<file path="config.mk">
export PLATFORM = sky130hd
export DESIGN_NAME = gpio_pinmux_bank
export DESIGN_NICKNAME = d
export VERILOG_FILES = /design/src/rtl/gpio_mux_pkg.sv /design/src/rtl/gpio_data_regs.sv /design/src/rtl/gpio_pin_mux.sv /design/src/rtl/gpio_read_mux.sv /design/src/rtl/gpio_pinmux_bank.sv
export SDC_FILE = /design/constraint.sdc
export NUM_CORES = 1
export LEC_CHECK = 0
export BUFFER_PORTS_ARGS = -buffer_cell sky130_fd_sc_hd__buf_2
export CAP_MARGIN = 0
export CORE_AREA = 2 2 66 93
export DETAILED_ROUTE_END_ITERATION = 7
export DIE_AREA = 0 0 68 95
export PLACE_DENSITY = 0.84
export SYNTH_ARGS = -nofsm -noshare
export SYNTH_HDL_FRONTEND = slang
export SYNTH_HIERARCHICAL = 1
export SYNTH_SLANG_ARGS = --single-unit
</file>
<file path="constraint.sdc">
create_clock -name clk -period 1.95 [get_ports clk]
set_clock_uncertainty 0.05 [all_clocks]
set_input_delay 0.195 -clock clk [delete_from_list [all_inputs] [get_ports clk]]
set_output_delay 0.195 -clock clk [all_outputs]
set_load 0.01 [all_outputs]
</file>
<file path="src/rtl/gpio_mux_pkg.sv">
// Package: shared encodings for the GPIO pin multiplexer bank.
// Assumes a 2-bit function select per pin and a 2-bit register address.
package gpio_mux_pkg;

    localparam int SEL_W  = 2;
    localparam int ADDR_W = 2;

    // Function select codes; 00 is plain GPIO and the reset default.
    typedef enum logic [SEL_W-1:0] {
        FN_GPIO = 2'b00,
        FN_PER1 = 2'b01,
        FN_PER2 = 2'b10,
        FN_PER3 = 2'b11
    } pin_fn_e;

    // Register addresses.
    localparam logic [ADDR_W-1:0] REG_DATA = 2'd0;
    localparam logic [ADDR_W-1:0] REG_DIR  = 2'd1;
    localparam logic [ADDR_W-1:0] REG_MUX  = 2'd2;
    localparam logic [ADDR_W-1:0] REG_RSVD = 2'd3;

endpackage

</file>
<file path="src/rtl/gpio_data_regs.sv">
// Module: gpio_data_regs
// Holds the data latch, the direction latch and the packed function selects.
// A direct data write is merged first, then the set, clear and toggle masks,
// in that order. Assumes synchronous active-low reset.
module gpio_data_regs
    import gpio_mux_pkg::*;
#(
    parameter int NUM_PINS = 8,
    localparam int BUS_W   = SEL_W * NUM_PINS
) (
    input  logic                clk,
    input  logic                rst_n,
    input  logic                wr_en,
    input  logic [ADDR_W-1:0]   wr_addr,
    input  logic [BUS_W-1:0]    wr_data,
    input  logic [NUM_PINS-1:0] set_mask,
    input  logic [NUM_PINS-1:0] clr_mask,
    input  logic [NUM_PINS-1:0] tgl_mask,
    output logic [NUM_PINS-1:0] data_q,
    output logic [NUM_PINS-1:0] dir_q,
    output logic [BUS_W-1:0]    mux_q
);

    logic [NUM_PINS-1:0] data_base;
    logic [NUM_PINS-1:0] data_d;
    logic                wr_data_hit;
    logic                wr_dir_hit;
    logic                wr_mux_hit;

    // Decode which register the write port addresses.
    always_comb begin
        wr_data_hit = wr_en && (wr_addr == REG_DATA);
        wr_dir_hit  = wr_en && (wr_addr == REG_DIR);
        wr_mux_hit  = wr_en && (wr_addr == REG_MUX);
    end

    // Merge the direct write, then set, clear and toggle, into the next latch value.
    always_comb begin
        data_base = wr_data_hit ? wr_data[NUM_PINS-1:0] : data_q;
        data_d    = ((data_base | set_mask) & ~clr_mask) ^ tgl_mask;
    end

    // Data latch register.
    always_ff @(posedge clk) begin
        if (!rst_n) data_q <= '0;
        else        data_q <= data_d;
    end

    // Direction latch register.
    always_ff @(posedge clk) begin
        if (!rst_n)          dir_q <= '0;
        else if (wr_dir_hit) dir_q <= wr_data[NUM_PINS-1:0];
    end

    // Packed function-select register.
    always_ff @(posedge clk) begin
        if (!rst_n)          mux_q <= '0;
        else if (wr_mux_hit) mux_q <= wr_data;
    end

endmodule

</file>
<file path="src/rtl/gpio_pin_mux.sv">
// Module: gpio_pin_mux
// One pin's multiplexer. It picks the pad output and the enable from the GPIO
// latches or from one peripheral, and routes the pad input only to the
// selected peripheral slot. Purely combinational.
module gpio_pin_mux
    import gpio_mux_pkg::*;
#(
    parameter int NUM_FUNC = 3
) (
    input  logic [SEL_W-1:0]    sel,
    input  logic                data_bit,
    input  logic                dir_bit,
    input  logic [NUM_FUNC-1:0] fn_out,
    input  logic [NUM_FUNC-1:0] fn_oe,
    input  logic                pad_in_bit,
    output logic                pad_out_bit,
    output logic                pad_oe_bit,
    output logic [NUM_FUNC-1:0] fn_in
);

    // Choose the source of the pad value and the enable for this pin.
    always_comb begin
        pad_out_bit = data_bit;
        pad_oe_bit  = dir_bit;
        for (int f = 0; f < NUM_FUNC; f++) begin
            if (sel == SEL_W'(f + 1)) begin
                pad_out_bit = fn_out[f];
                pad_oe_bit  = fn_oe[f];
            end
        end
    end

    // Give the pad input only to the peripheral slot currently selected.
    for (genvar f = 0; f < NUM_FUNC; f++) begin : g_route_in
        assign fn_in[f] = (sel == SEL_W'(f + 1)) & pad_in_bit;
    end

endmodule

</file>
<file path="src/rtl/gpio_read_mux.sv">
// Module: gpio_read_mux
// Combinational read port. The data address samples the live pad levels, not
// the latch. The reserved address reads as zero.
module gpio_read_mux
    import gpio_mux_pkg::*;
#(
    parameter int NUM_PINS = 8,
    localparam int BUS_W   = SEL_W * NUM_PINS
) (
    input  logic [ADDR_W-1:0]   rd_addr,
    input  logic [NUM_PINS-1:0] pad_in,
    input  logic [NUM_PINS-1:0] dir_q,
    input  logic [BUS_W-1:0]    mux_q,
    output logic [BUS_W-1:0]    rd_data
);

    // Select the read source by address.
    always_comb begin
        case (rd_addr)
            REG_DATA: rd_data = BUS_W'(pad_in);
            REG_DIR:  rd_data = BUS_W'(dir_q);
            REG_MUX:  rd_data = mux_q;
            default:  rd_data = '0;
        endcase
    end

endmodule

</file>
<file path="src/rtl/gpio_pinmux_bank.sv">
// Module: gpio_pinmux_bank (top)
// A bank of NUM_PINS pins. Each pin is either GPIO (data and direction latches)
// or one of three peripheral functions. Peripheral buses are packed with slot f
// at bits [f*NUM_PINS +: NUM_PINS]. Assumes pad_in is already qualified.
module gpio_pinmux_bank
    import gpio_mux_pkg::*;
#(
    parameter int NUM_PINS  = 8,
    localparam int NUM_FUNC = (1 << SEL_W) - 1,
    localparam int BUS_W    = SEL_W * NUM_PINS,
    localparam int FN_W     = NUM_FUNC * NUM_PINS
) (
    input  logic                clk,
    input  logic                rst_n,
    input  logic                wr_en,
    input  logic [ADDR_W-1:0]   wr_addr,
    input  logic [BUS_W-1:0]    wr_data,
    input  logic [NUM_PINS-1:0] set_mask,
    input  logic [NUM_PINS-1:0] clr_mask,
    input  logic [NUM_PINS-1:0] tgl_mask,
    input  logic [ADDR_W-1:0]   rd_addr,
    output logic [BUS_W-1:0]    rd_data,
    input  logic [NUM_PINS-1:0] pad_in,
    output logic [NUM_PINS-1:0] pad_out,
    output logic [NUM_PINS-1:0] pad_oe,
    input  logic [FN_W-1:0]     per_out,
    input  logic [FN_W-1:0]     per_oe,
    output logic [FN_W-1:0]     per_in
);

    logic [NUM_PINS-1:0] data_q;
    logic [NUM_PINS-1:0] dir_q;
    logic [BUS_W-1:0]    mux_q;

    gpio_data_regs #(.NUM_PINS(NUM_PINS)) u_regs (
        .clk      (clk),
        .rst_n    (rst_n),
        .wr_en    (wr_en),
        .wr_addr  (wr_addr),
        .wr_data  (wr_data),
        .set_mask (set_mask),
        .clr_mask (clr_mask),
        .tgl_mask (tgl_mask),
        .data_q   (data_q),
        .dir_q    (dir_q),
        .mux_q    (mux_q)
    );

    // One multiplexer per pin; gather that pin's bit from each peripheral slot.
    for (genvar p = 0; p < NUM_PINS; p++) begin : g_pin
        logic [NUM_FUNC-1:0] pin_fn_out;
        logic [NUM_FUNC-1:0] pin_fn_oe;
        logic [NUM_FUNC-1:0] pin_fn_in;

        for (genvar f = 0; f < NUM_FUNC; f++) begin : g_slot
            assign pin_fn_out[f]          = per_out[f*NUM_PINS + p];
            assign pin_fn_oe[f]           = per_oe[f*NUM_PINS + p];
            assign per_in[f*NUM_PINS + p] = pin_fn_in[f];
        end

        gpio_pin_mux #(.NUM_FUNC(NUM_FUNC)) u_pin (
            .sel         (mux_q[SEL_W*p +: SEL_W]),
            .data_bit    (data_q[p]),
            .dir_bit     (dir_q[p]),
            .fn_out      (pin_fn_out),
            .fn_oe       (pin_fn_oe),
            .pad_in_bit  (pad_in[p]),
            .pad_out_bit (pad_out[p]),
            .pad_oe_bit  (pad_oe[p]),
            .fn_in       (pin_fn_in)
        );
    end

    gpio_read_mux #(.NUM_PINS(NUM_PINS)) u_read (
        .rd_addr (rd_addr),
        .pad_in  (pad_in),
        .dir_q   (dir_q),
        .mux_q   (mux_q),
        .rd_data (rd_data)
    );

endmodule

</file>
Word level (Yosys, flattened, before mapping) --
Index checks and enable logic that the tools add are counted.
Storage, ports and cells: flip-flop bits (word level) 32, output and inout port bits 56, word-level logic and storage cells 114
Operators by class: equal/unequal tests 28, muxes and demuxes 50, bitwise operators 28, reductions and logical operators 5
Operator list (number):
- $mux 1 | 48
- $pmux 16 s3 | 1
- $eq 2x2->1 const B | 18
- $and 1x1->1 | 24
- $eq 2x1->1 const B | 10
- $and 8x8->8 | 1
- $mux 8 | 1
- $not 8->8 | 1
- $or 8x8->8 | 1
- $xor 8x8->8 | 1
- $logic_not 2->1 | 2
- $logic_and 1x1->1 | 3

Depth between registers and ports, before layout --
Gate-level depths: netlist of the first run.
depth in word-level cells 6, mapped depth 5, depth with buffers taken out 3

Modules after synthesis --
Netlist of the first run, hierarchy kept.
Modules (own cells, without submodules):
- gpio_data_regs | times used 1, cells each 187, area each 1660.3 µm², seq. area each 640.6 µm²
- gpio_pin_mux | times used 8, cells each 5, area each 80.1 µm², seq. area each 0.0 µm²
- gpio_read_mux | times used 1, cells each 29, area each 261.5 µm², seq. area each 0.0 µm²

Worst setup path before layout of the first run --
No wires, ideal clock.
kind input-to-reg, start input port wr_addr[1], end register u_regs.data_q[5], arrival 1.160 ns, slack 0.677 ns, stages 5, buffers on the path 2, path through or3b_1 buf_6 buf_8 a211o_1 nand4_1
On the way: cells in the longest elaborated chain, start to end 6
RTL lines:
- from (decl) | RTL line gpio_pinmux_bank.sv:16 | input logic [ADDR_W-1:0] wr_addr,
- $logic_not 2->1 | RTL line gpio_data_regs.sv:32 | wr_data_hit = wr_en && (wr_addr == REG_DATA);
- $logic_and 1x1->1 | RTL line gpio_data_regs.sv:32
- $mux 8 | RTL line gpio_data_regs.sv:39 | data_base = wr_data_hit ? wr_data[NUM_PINS-1:0] : data_q;
- $or 8x8->8 | RTL line gpio_data_regs.sv:40 | data_d = ((data_base | set_mask) & ~clr_mask) ^ tgl_mask;
- $and 8x8->8 | RTL line gpio_data_regs.sv:40
- $xor 8x8->8 | RTL line gpio_data_regs.sv:40
- to (signal assigned) | RTL line gpio_data_regs.sv:46 | else data_q <= data_d;
- to (decl) | RTL line gpio_data_regs.sv:19 | output logic [NUM_PINS-1:0] data_q,
Every way passes these cells. A chain may end at the register's enable or synchronous reset.

Final worst setup path of the first run --
start register u_regs.mux_q[14], end output port pad_out[7]
On the way: cells in the longest elaborated chain, start to end 4
RTL lines:
- from (decl) | RTL line gpio_data_regs.sv:21 | output logic [BUS_W-1:0] mux_q
- from (signal assigned) | RTL line gpio_data_regs.sv:58 | else if (wr_mux_hit) mux_q <= wr_data;
- $eq 2x1->1 | RTL line gpio_pin_mux.sv:26 | if (sel == SEL_W'(f + 1)) begin
- $mux 1 (2 in series) | RTL line gpio_pin_mux.sv:26
- $mux 1 * | RTL line gpio_pin_mux.sv:26
- to (decl) | RTL line gpio_pinmux_bank.sv:24 | output logic [NUM_PINS-1:0] pad_out,
Every way passes the cells marked *; elsewhere a longest branch is shown, timed or not.

==> results.txt, run 1 <==
The share of total power in sequential cells came out at 0.410. The global-route wire length before repair is 11500 um. The flow ran to the end, and the final reports show no timing, DRC or antenna violations.

Of the total power, the clock network draws 0.356. The post-route setup TNS came out at 0 ps. The arrival time at the worst endpoint came out at 1520 ps. The synthesized netlist occupies a cell area of 0.00256 sq mm. The largest fanout on the critical path is 7. The area fraction of the dominant cell type after synthesis came out at 0.250. The portion of the clock cycle consumed by the worst path in the final layout is 0.904. The max-slew violation total from the final report is 0. The startpoint class of the critical path is a flip-flop.

The worst min-delay path category is in2reg. The critical path is of the reg2out type. The logic gate share of total power came out at 0.234. Summed over all cells, the static leakage comes to 1.74 nW. The final standard cell count with taps included and fillers excluded came out at 476. In the layout the commonest cells are 158 x buf_2, 40 x nand2_1, 32 x dfxtp_1. The area inside the core boundary is 0.00570 sq mm. Dividing the detail-routed via count by the number of cells gives 5.64. Setup repair after global routing left no endpoint under its margin. In this run the deepest clock path goes through 2 buffers. The number of library cell types mapped by synthesis is 28. The number of antenna violations at the first check in global routing is 1.

Pin placement for this block handled 159 I/O pins. The reg2reg setup slack came out at 1090 ps. In the global route stage, overall resource usage came out at 0.234. The internal portion of total power came out at 1.29 mW.

Of the cells placed in the final design, the portion with a size suffix greater than 1 is 0.496. The count of buffers inserted at the top-level ports came out at 158. The filler cells instantiated in the layout total 496.

The tool flagged a number of max-cap violations equal to 0. The kind of capture point of the worst setup path is an output pin. The transition time of the tightest slew-check pin came out at 637 ps. Setup violations remaining at the end of the flow were counted as 0. The wire-length estimate of the detail-placed layout is 6150 um. The first-pass iteration count of the detailed router is 4. Sorting the synthesized cells by area gives the leading types as dfxtp_1 25%, mux4_1 16%, and3b_2 6.6%. The depth of the CTS H-tree is 2.

The critical path data required time came out at 1700 ps. The post-layout net count came out at 507. The number of CTS-inserted buffers is 5. The sequential-to-total area share from yosys stat came out at 0.250. The post-place instance area came out at 0.00333 sq mm. The power per unit of standard cell area is 517 mW/mm^2.

The synthesized area per cell is 10.0 sq um. The library cell used most frequently in the layout, excluding fill and tap cells, is buf_2. The starting utilization of the core area is 0.450. Counting every net in the synthesized netlist gives 359. The via count of the routed design is 2685. The quantity of hold-fixing buffers added after cts came out at 0. The post-cts resize count is 0. The clock tree from TritonCTS is built.

Measured along the x axis, the die boundary spans 68 um. Across the VDD grid, the largest voltage drop is 0.296 mV. The clock net in this run drives a total of 32 sinks. The final hold violation count came out at 0.

In the final routed layout, each cell accounts on average for 16.1 um. In this run the vertical extent of the chip is 95 um. Counting instances, the worst hold path has a depth of 3. The clock insertion delay at the later pin of the skew report is 280 ps. Summed over all layers, the global routing overflow is 0. The number of placed instances with taps included is 467. Clock tree synthesis selected as its root buffer the cell clkbuf_8.

Once layout is complete, the utilization of the core stands at 0.605. In this run the post-CTS setup repair buffer count came out at 0. The violation count after the first detailed-routing iteration is 114. The smallest clock period supported by the final layout is computed as 1760 ps. The yosys synthesis warning count came out at 6. Summed over all nets, the switching power comes to 0.488 mW. The number of register bits inferred by synthesis is 32.

The final hold slack is 110 ps. The routability congestion estimate came out at 0.733. The final wirelength is 7670 um.

The synthesized design spends more area on one cell type than any other, namely dfxtp_1. The maximum number of pins on one net before global-route repair came out at 48. Compared with the post-synthesis result, the final layout area differs by 34.4%.

The worst register-to-register path has a depth of 2. The clock transition time at the flip-flop clock pins of the worst setup and hold paths came out at 70 ps. The placement row count is 33. In the routed design, unresolved DRC markers number 0.

The instance count of the mapped netlist came out at 256. The final instance area came out at 0.00344 sq mm. The number of antenna-violating nets in the routed design came out at 0. The fraction of power spent switching nets came out at 0.274. The die covers 0.00646 sq mm. The worst-case headroom to the max-slew limit is 0.575. Timing would allow up to 0.567 GHz.

The number of global-route vias before repair is 2442.
-- Yosys cell counts --
| library cell | n |
|---|---|
| buf_6 | 4 |
| nand3_1 | 8 |
| nor2b_1 | 8 |
| and3_2 | 8 |
| buf_8 | 1 |
| and3b_2 | 17 |
| nand3b_1 | 9 |
| nor2b_4 | 2 |
| or3b_1 | 1 |
| and2_1 | 8 |
| nor4bb_1 | 16 |
| clkbuf_2 | 1 |
| buf_2 | 3 |
| a211o_1 | 2 |
| a21boi_0 | 14 |
| nand3b_2 | 1 |
| buf_4 | 1 |
| a211o_2 | 6 |
| clkbuf_1 | 8 |
| a21boi_1 | 2 |
| o2bb2ai_1 | 8 |
| mux4_1 | 16 |
| nand2_1 | 40 |
| dfxtp_1 | 32 |
| a31oi_1 | 8 |
| nand4_1 | 8 |
| mux2i_1 | 16 |
| nor3b_1 | 8 |
-- critical path, stage by stage, from the launching register on --
cell and delay, ps:
dfxtp_1 480, mux4_1 600, buf_2 160
-- layout make-up --
class | count | area (sq um) | area share
Clock inverter | 3 | 42.5 | 0.0124
Tap cell | 70 | 87.6 | 0.0254
Timing Repair Buffer | 159 | 798 | 0.232
Sequential cell | 32 | 641 | 0.186
Antenna cell | 1 | 2.50 | 0.000726
Clock buffer | 5 | 68.8 | 0.0200
Multi-Input combinational cell | 206 | 1800 | 0.524
-- state kept, by name, indices dropped and copies added, names as in the netlist --
register and count:
u_regs/mux_q 16, u_regs/data_q 8, u_regs/dir_q 8
-- worst paths after layout --
| check | from | to |
|---|---|---|
| worst max register to register | u_regs/mux_q[5]$_SDFFE_PN0P_ | u_regs/mux_q[5]$_SDFFE_PN0P_ |
| worst max-delay path | u_regs/mux_q[14]$_SDFFE_PN0P_ | pad_out[7] |
| worst min-delay path | wr_data[11] | u_regs/mux_q[11]$_SDFFE_PN0P_ |
| worst min register to register | u_regs/data_q[7]$_SDFF_PN0_ | u_regs/data_q[7]$_SDFF_PN0_ |
-- metrics by stage --
step | setup slack, ps | power [mW]
floorplan | 677 | 0.962
global placement | 427 | 1.15
detailed placement | 363 | 1.16
CTS | 180 | 1.80
global route | 126 | 1.87
finish | 187 | 1.78
-- routing by layer --
| metal | share of wire | global-route usage | vias to the layer above |
|---|---|---|---|
| met2 | 0.55 | 0.437 | 100 |
| li1 | - | - | 1294 |
| met5 | 0 | 0 | - |
| met4 | 0.011 | 0.0633 | 0 |
| met1 | 0.38 | 0.266 | 1283 |
| met3 | 0.059 | 0.0358 | 8 |
-- cell families (layout without fill, tap and decap cells) --
kind of cell,Yosys count,count (layout),synth area share
buffers and inverters,18,167,0.0459
other,0,1,0
AND/OR/NAND/NOR,134,134,0.354
AO/OA/AOI/OAI,40,40,0.124
multiplexers,32,32,0.227
flip-flops,32,32,0.250
-- power groups by stage --
stage | clock (mW) | combinational (mW) | sequential [mW]
3_3_place_gp | 0 | 0.404 | 0.742
6_report | 0.634 | 0.417 | 0.730
5_1_grt | 0.674 | 0.460 | 0.736
4_1_cts | 0.648 | 0.420 | 0.730
2_1_floorplan | 0 | 0.235 | 0.727
3_5_place_dp | 0 | 0.418 | 0.745
No activity file was read; power rests on OpenSTA's default activity.
==> run 2: changes to the inputs <==
RECOVER_POWER = 50   (was unset)
==> results.txt, run 2 (synthesis results as in run 1) <==
The run finished with clean final reports. The number of setup violations in the final report is 0. The flip-flop count of the largest register after layout is 16. The starting utilization of the core area came out at 0.450. In the final timing run, aggregate negative setup slack is 0 ps. The count of buffers inserted at the top-level ports is 158. The top-level port count came out at 159. The clock period minus worst slack is 1820 ps.

The dominant delay contributor by cell family on the critical path is buffers and inverters. In the final routed layout, each cell accounts on average for 16.1 um. The number of CTS-inserted buffers is 5. The clock insertion delay at the later pin of the skew report is 280 ps. The final hold violation count was 0. TritonCTS built the clock tree. The largest registers in the layout are u_regs/mux_q x16, u_regs/data_q x8, u_regs/dir_q x8.

The worst setup path is of the in2out kind. The total buffers and inverters traversed by the critical path is 2. Measured along the x axis, the die boundary spans 68 um. The share of total power in sequential cells came out at 0.410. The number of placed instances, taps included, is 467. After global routing the overflow that remains totals 0. The number of antenna violations at the first check in global routing is 1. The area inside the core boundary came out at 0.00570 sq mm. The final standard cell count with taps included and fillers excluded is 476. The register with the most flip-flops in the final layout is u_regs/mux_q. In this run the critical register-to-register path is launched from u_regs/mux_q[5]$_SDFFE_PN0P_. The half-perimeter wire length of the detailed placement result came out at 6150 um. The start point of the worst min-delay path is wr_data[11]. The largest fanout on the critical path is 10.

The total setup buffers inserted after CTS is 0. The worst-case headroom to the max-slew limit came out at 0.476. The remaining routing DRC violations came out at 0.

The end point of the most critical hold path is u_regs/mux_q[11]$_SDFFE_PN0P_. The worst hold path was traced through 3 stages. Hold repair after CTS inserted 0 buffers. The first global-routing pass estimated 11500 um of wire. Setup repair after global routing left no endpoint under its margin. In the layout the commonest cells are 148 x buf_2, 40 x nand2_1, 32 x dfxtp_1. Across the VDD grid, the largest voltage drop is 0.297 mV. Data on the critical path is required at its endpoint by 1700 ps.

The tool flagged a number of max-cap violations equal to 0. The post-layout net count came out at 507. The detailed router placed 2677 vias in this run. In this run the core area contains 33 standard-cell rows. The logic gate share of total power came out at 0.232. The clock sink count came out at 32.

The number of vias per cell came out at 5.62. The slowest stage of the critical path belongs to the cell clkbuf_1. The number of antenna-violating nets in the routed design came out at 0. The leakage power of the design is 1.68 nW. The violation count after the first detailed-routing iteration is 119.

The congestion estimate from routability-driven global placement came to 0.733. STA classifies the critical path startpoint as an input pin. The tree is rooted in a clkbuf_8. Walking the worst path, the cells encountered are clkbuf_1 -> nor2b_2 -> and2_1 -> clkbuf_1. The depth of the worst register-to-register path is 2. The highest achievable clock rate came out at 0.549 GHz. The internal portion of total power is 1.29 mW. The maximum number of pins on one net before global-route repair came out at 48. The number of global-route vias before repair came out at 2442. The largest buffer count on any clock path is 2. The global router's overall resource usage is 0.234. The max-slew violation total from the final report came out at 0.

The share of final-layout standard cells stronger than drive strength 1 came out at 0.469. Dividing the final minimum period by the clock period gives 0.934. In this run the critical register-to-register path is captured at u_regs/mux_q[5]$_SDFFE_PN0P_. The fraction of power spent switching nets is 0.275. Once the clock tree was built, the resizer swapped 0 gates to a different size. The clock group share of total power came out at 0.358. After detailed routing, the total wire length is 7660 um. The net switching power came out at 0.489 mW. The transition time of the tightest slew-check pin came out at 786 ps. The reg2reg setup slack came out at 1070 ps. The worst min-delay path category is in2reg. The total die area is 0.00646 sq mm. Leaving out fill and tap cells, the most frequent cell in the layout is buf_2. The first-pass iteration count of the detailed router came out at 4. For this design the ratio of total power to cell area is 520 mW/mm^2.

The chip height is 95 um. The worst setup path is captured at an output pin. The depth of the CTS H-tree came out at 2. The post-synthesis to final-layout area growth came out at 33.6%. The longest individual stage delay on the worst path is 580 ps.

The cell that appears most often on the critical path is clkbuf_1. The clock transition time at the flip-flop clock pins of the worst setup and hold paths came out at 70 ps. Data arrives at the worst endpoint at 1580 ps.
-- run 2: worst max path at each step --
stage / start / endpoint / depth (start not counted)
3_3_place_gp: wr_addr[1] / u_regs/data_q[4]$_SDFF_PN0_ / 4
6_report: rd_addr[1] / rd_data[14] / 4
2_1_floorplan: wr_addr[1] / u_regs/data_q[5]$_SDFF_PN0_ / 5
3_5_place_dp: wr_addr[1] / u_regs/data_q[4]$_SDFF_PN0_ / 4
5_1_grt: rd_addr[1] / rd_data[15] / 4
4_1_cts: u_regs/mux_q[14]$_SDFFE_PN0P_ / pad_out[7] / 2
-- run 2: routing by layer --
metal	up-vias	wire length, um	GRT usage
met3	11	476	0.0358
met1	1271	2910	0.266
li1	1297	-	-
met2	98	4170	0.437
met5	-	0	0
met4	0	99	0.0633
-- run 2: worst register-to-register path: cells and delay by family (launching register included) --
family	cells	cell delay, ps
compound gates	1	200
flops	1	470
simple gates	1	90
-- run 2: final cells by class --
| type | instances | area, sq um |
|---|---|---|
| repair buffers | 159 | 786 |
| clock buffers | 5 | 68.8 |
| diodes | 1 | 2.50 |
| multi-input cells | 206 | 1800 |
| clock inverters | 3 | 42.5 |
| fillers | 505 | 2270 |
| well taps | 70 | 87.6 |
| flip-flops and latches | 32 | 641 |
-- run 2: power groups by stage --
stage               logic, mW  clock network (mW)  registers [mW]
global route            0.456               0.674           0.736
finish                  0.413               0.636           0.730
floorplan               0.235                   0           0.727
CTS                     0.420               0.648           0.730
global placement        0.404                   0           0.742
detailed placement      0.418                   0           0.745
-- run 2: stage by stage --
step	hold slack, ps	utilization	worst slack [ps]	power [mW]	area [sq um]
after global routing	111	0.600	95.2	1.87	3420
after CTS	105	0.604	180	1.80	3440
after global placement	396	0.585	427	1.15	3330
final	109	0.601	130	1.78	3420
after floorplan	280	-	677	0.962	2560
after detailed placement	402	0.585	363	1.16	3330
